`config.mk`:
```
export PLATFORM = sky130hd
export DESIGN_NAME = capture_latch
export DESIGN_NICKNAME = d
export VERILOG_FILES = /design/src/rtl/capture_latch.sv
export SDC_FILE = /design/constraint.sdc
export NUM_CORES = 1
export LEC_CHECK = 0
export BUFFER_PORTS_ARGS = -buffer_cell sky130_fd_sc_hd__buf_4
export CAP_MARGIN = 20
export CORE_ASPECT_RATIO = 0.6
export CORE_UTILIZATION = 25
export DETAILED_ROUTE_END_ITERATION = 12
export SLEW_MARGIN = 20
export SYNTH_ARGS = -nofsm -noshare
export SYNTH_HDL_FRONTEND = slang
export SYNTH_SLANG_ARGS = --single-unit
```
`constraint.sdc`:
```
create_clock -name clk -period 2.8 [get_ports clk]
set_clock_uncertainty 0.15 [all_clocks]
set_input_delay 0.56 -clock clk [delete_from_list [all_inputs] [get_ports clk]]
set_output_delay 0.56 -clock clk [all_outputs]
set_load 0.03 [all_outputs]
```
`src/rtl/capture_latch.sv`:
```
module capture_latch #(
  parameter int CNT_W       = 12,
  parameter int DATA_W      = 8,
  parameter int SYNC_STAGES = 2
) (
  input  logic              clk,
  input  logic              rst_n,
  input  logic              cap_pin,
  input  logic [CNT_W-1:0]  cnt_val,
  input  logic              edge_fall,
  input  logic              irq_en,
  input  logic              rd_lo,
  input  logic              rd_hi,
  output logic [DATA_W-1:0] rd_data,
  output logic              cap_flag,
  output logic              irq
);
  localparam int HI_W  = CNT_W - DATA_W;
  localparam int PAD_W = DATA_W - HI_W;

  logic [SYNC_STAGES-1:0] sync_q;
  logic                   pin_prev;
  logic [CNT_W-1:0]       cap_q;
  logic                   pin_s, hit, clr, take;

  assign pin_s = sync_q[SYNC_STAGES-1];
  assign hit   = edge_fall ? (pin_prev & ~pin_s) : (pin_s & ~pin_prev);
  assign clr   = rd_lo & cap_flag;
  assign take  = hit & ~cap_flag;
  assign irq   = cap_flag & irq_en;

  always_ff @(posedge clk) begin
    if (!rst_n) begin
      sync_q   <= '0;
      pin_prev <= 1'b0;
      cap_q    <= '0;
      cap_flag <= 1'b0;
    end else begin
      sync_q   <= {sync_q[SYNC_STAGES-2:0], cap_pin};
      pin_prev <= pin_s;
      if (clr) begin
        cap_flag <= 1'b0;
      end else if (take) begin
        cap_flag <= 1'b1;
        cap_q    <= cnt_val;
      end
    end
  end

  always_comb begin
    if (rd_lo)
      rd_data = cap_q[DATA_W-1:0];
    else if (rd_hi)
      rd_data = {{PAD_W{1'b0}}, cap_q[CNT_W-1:DATA_W]};
    else
      rd_data = '0;
  end
endmodule


```
# Yosys cells after proc, flatten, opt, wreduce, memory -nomap -nowiden
# Cells that the tools add are included.
# word_totals
reg_bits	16
input_bits	19
output_inout_bits	10
word_cells	19
# classes
mux	3
bitwise_logic	10
reduce_logical	2
# ops
cell	count
$mux 8	1
$and 1x1->1	5
$not 1->1	5
$mux 4	1
$reduce_and 2->1	1
$reduce_or 2->1	1
$mux 1	1

# Longest topological paths before layout
# Gate-level depths: netlist of run 1.
# depth
ltp_word	5
mapped_depth	4
mapped_depth_nobuf	3

# Worst setup path after synthesis of run 1
# No wires, ideal clock.
# synth_path
path_type	input to output
from	input port rd_lo
to	output port rd_data[0]
arrival_ps	1432
required_time_ps	2090
path_slack_ps	658
path_stages	2
path_buffers	1
path_cell_list	clkbuf_1 o21ai_0
# synth_between
elab_chain_len	1
# synth_rtl
item	line	text
start, declared	12	input logic rd_lo,
$mux 8	51	if (rd_lo)
end, declared	14	output logic [DATA_W-1:0] rd_data,
# Every way passes these cells.

# Final worst setup path of run 1
# layout_path
from	input port rd_lo
to	output port rd_data[2]
# The elaborated chain is that of the path after synthesis.

==> results of run 1 <==
==> final timing paths <==
kind | from | to | slack (ns) | cells after the start
max | rd_lo | rd_data[2] | 0.97 | 3
min | sync_q[0]$_SDFF_PN0_ | sync_q[1]$_SDFF_PN0_ | 0.28 | 1
max reg2reg | sync_q[1]$_SDFF_PN0_ | cap_q[6]$_SDFFE_PN0P_ | 1.11 | 3
min reg2reg | sync_q[0]$_SDFF_PN0_ | sync_q[1]$_SDFF_PN0_ | 0.28 | 1
==> per-stage QoR <==
step	area (µm²)	util [%]
global route	983.4	37.43
global placement	928.4	35.33
finish	983.4	37.43
detailed placement	928.4	35.33
floorplan	728.2	-
CTS	983.4	37.43
==> cell type report <==
| type | instances | share of cell area [%] |
|---|---|---|
| Clock buffer | 4 | 5.598 |
| Tap cell | 32 | 4.071 |
| Timing Repair Buffer | 28 | 21.37 |
| Sequential cell | 16 | 32.57 |
| Multi-Input combinational cell | 61 | 36.39 |
==> kinds of logic (layout without fill, tap and decap cells) <==
kind of cell           after synthesis  count (layout)  synth area share [%]
buffers and inverters                5              32                 6.873
AOI/OAI and AO/OA                    6               6                 6.015
and+or+nand+nor                     43              43                 26.63
DFF                                 16              16                 43.99
muxes                               12              12                 16.50
==> cells in the final DEF (no fill, tap or decap), drive strengths merged <==
| master | instances |
|---|---|
| nand2 | 32 |
| o21ai | 4 |
| clkbuf | 4 |
| o21a | 1 |
| mux2i | 12 |
| buf | 28 |
| and2b | 1 |
| and2 | 8 |
| a21oi | 1 |
| nand3b | 1 |
| dfxtp | 16 |
| or3b | 1 |
==> sequential cells by signal (all words and copies together) (netlist names) <==
name and count:
cap_q 12, pin_prev 1, sync_q 2, cap_flag 1
==> layer usage <==
layer  vias up  share of wire, %  GRT usage (%)
li1        316                 -              -
met1       255                48          12.78
met2        18                43          15.47
met3         2               8.0          5.814
met4         0              0.68          2.353
met5         -                 0              0
==> worst register-to-register path: stages, from the launching register on <==
cell     delay, ns
dfxtp_1       0.33
or3b_1        0.39
a21oi_4       0.48
mux2i_1       0.26
==> power groups by stage <==
| stage | sequential, mW | clock [mW] | combinational [mW] |
|---|---|---|---|
| finish | 0.239 | 0.196 | 0.0595 |
| global route | 0.240 | 0.216 | 0.0654 |
| global placement | 0.244 | 0 | 0.0588 |
| floorplan | 0.244 | 0 | 0.0351 |
| detailed placement | 0.244 | 0 | 0.0601 |
| CTS | 0.239 | 0.204 | 0.0604 |
==> flow_metrics.env, run 1 <==
export IMPL_netSwitchingFraction_pct=21.19
export IMPL_rows=14
export IMPL_chipHeight_um=43.81
export IMPL_async_reset_ff_share_pct=0
export IMPL_slowest_stage="o21ai_0"
export IMPL_yosys_area_top_type="dfxtp_1"
export IMPL_synthTopCellsByCount="nand2_1 (32), dfxtp_1 (16), mux2i_1 (12), and2_1 (8), o21ai_0 (4)"
export IMPL_ys_warn_count=0
export IMPL_cts_buffer_depth=2
export IMPL_total_power_uw=495.3
export IMPL_grt_total_usage_pct=10.25
export IMPL_finalWorstSetupSlack_ns=0.9733
export IMPL_clk_insertion_delay_late_ns=0.24
export IMPL_detail_route_antenna_nets=0
export IMPL_grt_start_max_net_pins=29
export IMPL_portBuffers=28
export IMPL_fmax_mhz=547.4
export IMPL_ios=29
export IMPL_critPathMaxStageDelay_ns=0.20
export IMPL_netlist_cell_type_count=13
export IMPL_hold_viol=0
export IMPL_multi_input_area_um2=357.8
export IMPL_die_area_mm2=0.003140
export IMPL_dp_slack_ns=0.7338
export IMPL_maxCapViolations=0
export IMPL_cts_sinks=16
export IMPL_cts_tree="done"
export IMPL_wl_per_cell_um=10.50
export IMPL_dpl_hpwl_um=1087
export IMPL_synth_cells=82
export IMPL_clk_pin_slew_ns=0.06
export IMPL_htreeDepth=1
export IMPL_worst_path_max_fanout=13
export IMPL_p_switching_uw=105.0
export IMPL_path_class="in -> out"
export IMPL_drv_slew=0
export IMPL_yosysMostFrequentCell="nand2_1"
export IMPL_max_slew_margin_pct=64.24
export IMPL_power_per_cell_area_mw_per_mm2=503.6
export IMPL_synth_area_leaders="dfxtp_1 (44%), mux2i_1 (16%), nand2_1 (16%)"
export IMPL_ys_flop_type="dfxtp_1"
export IMPL_drive_gt1_share_pct=30.28
export IMPL_synthesis_nets=101
export IMPL_cts_resized=0
export IMPL_rsz0062_at_grt="false"
export IMPL_clock_root_buffer="clkbuf_8"
export IMPL_post_route_period_util_pct=65.24
export IMPL_seq_area_um2=320.3
export IMPL_synth_top_cell_area_share_pct=43.99
export IMPL_crit_path_start_kind="input port"
export IMPL_syn_avg_cell_area_um2=8.880
export IMPL_cp_num_buf_inv=2
export IMPL_drt_pass1_iter_count=4
export IMPL_vias=591
export IMPL_p_clk_share_pct=39.7
export IMPL_routed_wl_um=1480
export IMPL_path_delay_family="buffers and inverters"
export IMPL_area_growth_pct=35.05
export IMPL_setup_viol=0
export IMPL_start_util_pct=27.71
export IMPL_syn_cell_area_um2=728.2
export IMPL_finalCriticalPeriod_ns=1.827
export IMPL_crit_chain="buf_4 -> o21ai_0 -> buf_4"
export IMPL_cp_common_cell="buf_4"
export IMPL_synth_seq_cells=16
export IMPL_overflow=0
export IMPL_synth_edf_count=0
export IMPL_cp_end_kind="primary output"
export IMPL_cts_made_buffers=3
export IMPL_drc_errors=0
export IMPL_antenna_found_initial=0
export IMPL_hp_class="reg -> reg"
export IMPL_fillerInstances=277
export IMPL_hold_buffers=0
export IMPL_routabilityCongestion=0.6771
export IMPL_core_area_mm2=0.002628
export IMPL_p_int_uw=390.3
export IMPL_seq_area_frac_synth_pct=43.99
export IMPL_nets=129
export IMPL_post_cts_buffers=0
export IMPL_leakage_nw=0.4142
export IMPL_vdd_ir_drop_max_mv=0.2544
export IMPL_diodes=0
export IMPL_cp_arrival_ns=1.12
export IMPL_drt_iter0_markers=15
export IMPL_avgViaCountPerCell=4.191
export IMPL_place_inst=137
export IMPL_outcome="finished clean"
export IMPL_seqPwrFrac_pct=48.3
export IMPL_grt_first_pass_wirelength_um=2421
export IMPL_fin_tns_setup_ns=0
export IMPL_die_w_um=71.68
export IMPL_p_comb_share_pct=12.0
export IMPL_layout_cells_non_filler=141
export IMPL_hold_slack_ns=0.2842
export IMPL_grt_pass1_vias=558
export IMPL_worstMarginPinSlew_ns=0.5351
export IMPL_crit_required_ns=2.09
No activity file was read; power rests on OpenSTA's default activity.
==> run 2, diff against run 1 <==
Settings changed: ABC_AREA from default to 1.
Clock period 2.8 ns to 1.9 ns, I/O delays scaled along.
==> flow_metrics.env, run 2 <==
export IMPL_outcome="finished clean"
export IMPL_max_slew_margin_pct=76.26
export IMPL_seq_area_frac_synth_pct=36.89
export IMPL_chipHeight_um=47.65
export IMPL_hold_buffers=0
export IMPL_cts_tree="done"
export IMPL_detail_route_antenna_nets=0
export IMPL_rsz0062_at_grt="false"
export IMPL_worstMarginPinSlew_ns=0.3551
export IMPL_setup_viol=0
export IMPL_crit_path_start_kind="input port"
export IMPL_overflow=0
export IMPL_regMostFlops="cap_q"
export IMPL_vdd_ir_drop_max_mv=0.2945
export IMPL_grt_pass1_vias=667
export IMPL_cts_buffer_depth=2
export IMPL_fin_tns_setup_ns=0
export IMPL_htreeDepth=1
export IMPL_path_delay_family="buffers and inverters"
export IMPL_synth_area_leaders="dfxtp_1 (37%), inv_1 (19%), nand2_1 (13%)"
export IMPL_synth_seq_cells=16
export IMPL_portBuffers=28
export IMPL_cp_common_cell="buf_4"
export IMPL_grt_start_max_net_pins=17
export IMPL_vias=806
export IMPL_drt_pass1_iter_count=4
export IMPL_crit_required_ns=1.37
export IMPL_synthTopCellsByCount="inv_1 (44), nand2_1 (31), dfxtp_1 (16), nand4_1 (12), nor2_1 (12)"
export IMPL_area_growth_pct=32.85
export IMPL_cts_sinks=16
export IMPL_cp_arrival_ns=1.07
export IMPL_finalWorstSetupSlack_ns=0.3004
export IMPL_clock_root_buffer="clkbuf_8"
export IMPL_async_reset_ff_share_pct=0
export IMPL_yosys_area_top_type="dfxtp_1"
export IMPL_cts_made_buffers=3
export IMPL_largest_reg_flops=12
export IMPL_rows=16
export IMPL_netlist_cell_type_count=15
export IMPL_dp_slack_ns=0.2850
export IMPL_post_cts_buffers=0
export IMPL_routed_wl_um=1775
export IMPL_synthesis_nets=157
export IMPL_synth_edf_count=0
export IMPL_cts_resized=0
export IMPL_leakage_nw=0.6868
export IMPL_antenna_found_initial=0
export IMPL_final_common_cell="inv_1"
export IMPL_hold_viol=0
export IMPL_drc_errors=0
export IMPL_syn_cell_area_um2=868.3
export IMPL_synth_top_cell_area_share_pct=36.89
export IMPL_ios=29
export IMPL_ys_flop_type="dfxtp_1"
export IMPL_yosysMostFrequentCell="inv_1"
export IMPL_drv_slew=0
export IMPL_final_cell_mix="inv_1 (44), nand2_1 (31), buf_4 (29)"
export IMPL_hp_class="in -> reg"
export IMPL_synth_cells=138
export IMPL_reg_largest_list="cap_q x12, sync_q x2"
export IMPL_multi_input_area_um2=341.6
export IMPL_grt_first_pass_wirelength_um=2953
export IMPL_cp_end_kind="primary output"
export IMPL_start_util_pct=26.45
export IMPL_maxCapViolations=0
export IMPL_core_area_mm2=0.003283
export IMPL_path_class="in -> out"
export IMPL_die_w_um=78.09
export IMPL_avgViaCountPerCell=3.838
export IMPL_syn_avg_cell_area_um2=6.292
export IMPL_post_route_period_util_pct=84.19
export IMPL_diodes=0
export IMPL_seq_area_um2=320.3
export IMPL_drive_gt1_share_pct=24.24
export IMPL_ys_warn_count=0
export IMPL_routabilityCongestion=0.7748
export IMPL_wl_per_cell_um=8.452
export IMPL_critPathMaxStageDelay_ns=0.19
export IMPL_nets=186
export IMPL_fmax_mhz=625.1
export IMPL_dpl_hpwl_um=1365
export IMPL_worst_path_max_fanout=9
export IMPL_finalCriticalPeriod_ns=1.600
export IMPL_power_per_cell_area_mw_per_mm2=712.4
export IMPL_cp_num_buf_inv=3
export IMPL_fillerInstances=378
export IMPL_clk_pin_slew_ns=0.06
export IMPL_grt_total_usage_pct=10.88
export IMPL_die_area_mm2=0.003721
export IMPL_clk_insertion_delay_late_ns=0.24
export IMPL_slowest_stage="inv_1"
export IMPL_drt_iter0_markers=34
export IMPL_crit_chain="buf_4 -> inv_1 -> nand3_1 -> o21ai_0 -> buf_4"
run 2: cell types whose count changed in the layout (fill, tap and decap cells not counted), moves of 3 or more:
cell and delta:
nand3_1 +4, inv_1 +44, and2_1 -8, nand2_2 +3, inv_2 +3, mux2i_1 -12
nor2_1 +12, nand4_1 +12
run 2: cells by family after synthesis:
kind of cell / share of synthesized area [%]
flip-flops: 36.89
AND/OR/NAND/NOR: 33.72
AO/OA/AOI/OAI: 5.619
buffers and inverters: 23.77
run 2: metrics by stage:
step / power (mW) / hold WS, ns / utilization, % / cells / area [µm²]
floorplan: 0.5166 / 0.2405 / - / 138 / 868.3
global placement: 0.5861 / 0.2457 / 33.88 / 207 / 1112
detailed placement: 0.5866 / 0.2525 / 33.88 / 207 / 1112
CTS: 0.8366 / 0.1562 / 35.14 / 210 / 1154
global route: 0.8806 / 0.1699 / 35.14 / 210 / 1154
finish: 0.8218 / 0.1626 / 35.14 / 210 / 1154
run 2: layer usage:
layer | track usage (%) | vias to the layer above | part of all wire (%)
li1 | - | 458 | -
met2 | 16.84 | 19 | 38
met3 | 4.571 | 2 | 6.1
met4 | 3.333 | 0 | 0.45
met1 | 14.07 | 327 | 55
met5 | 0 | - | 0
run 2: path summary, 6_finish.rpt:
check                                     startpoint                     to  slack [ns]  cells after the start
worst max-delay path                           rd_lo             rd_data[2]        0.30                      5
worst min-delay path                         cap_pin   sync_q[0]$_SDFF_PN0_        0.16                      3
worst max register to register  sync_q[1]$_SDFF_PN0_  cap_q[8]$_SDFFE_PN0P_        0.49                      6
worst min register to register  sync_q[0]$_SDFF_PN0_   sync_q[1]$_SDFF_PN0_        0.26                      2
run 2: cell type report:
type,instances,share of cell area (%)
Multi-Input combinational cell,70,29.61
Clock buffer,3,3.579
Inverter,47,15.29
Tap cell,45,4.881
Timing Repair Buffer,29,18.87
Sequential cell,16,27.77
run 2: tightest hold or removal path: stages:
cell and delay (ns):
buf_4 0.07, nand2_1 0.04, inv_1 0.04
run 2: power by group:
group / total, mW / internal [mW] / switching, mW / leakage [nW]
registers: 0.374 / 0.363 / 0.0119 / 0.132
logic: 0.203 / 0.0832 / 0.120 / 0.533
clock network: 0.244 / 0.140 / 0.104 / 0.0216
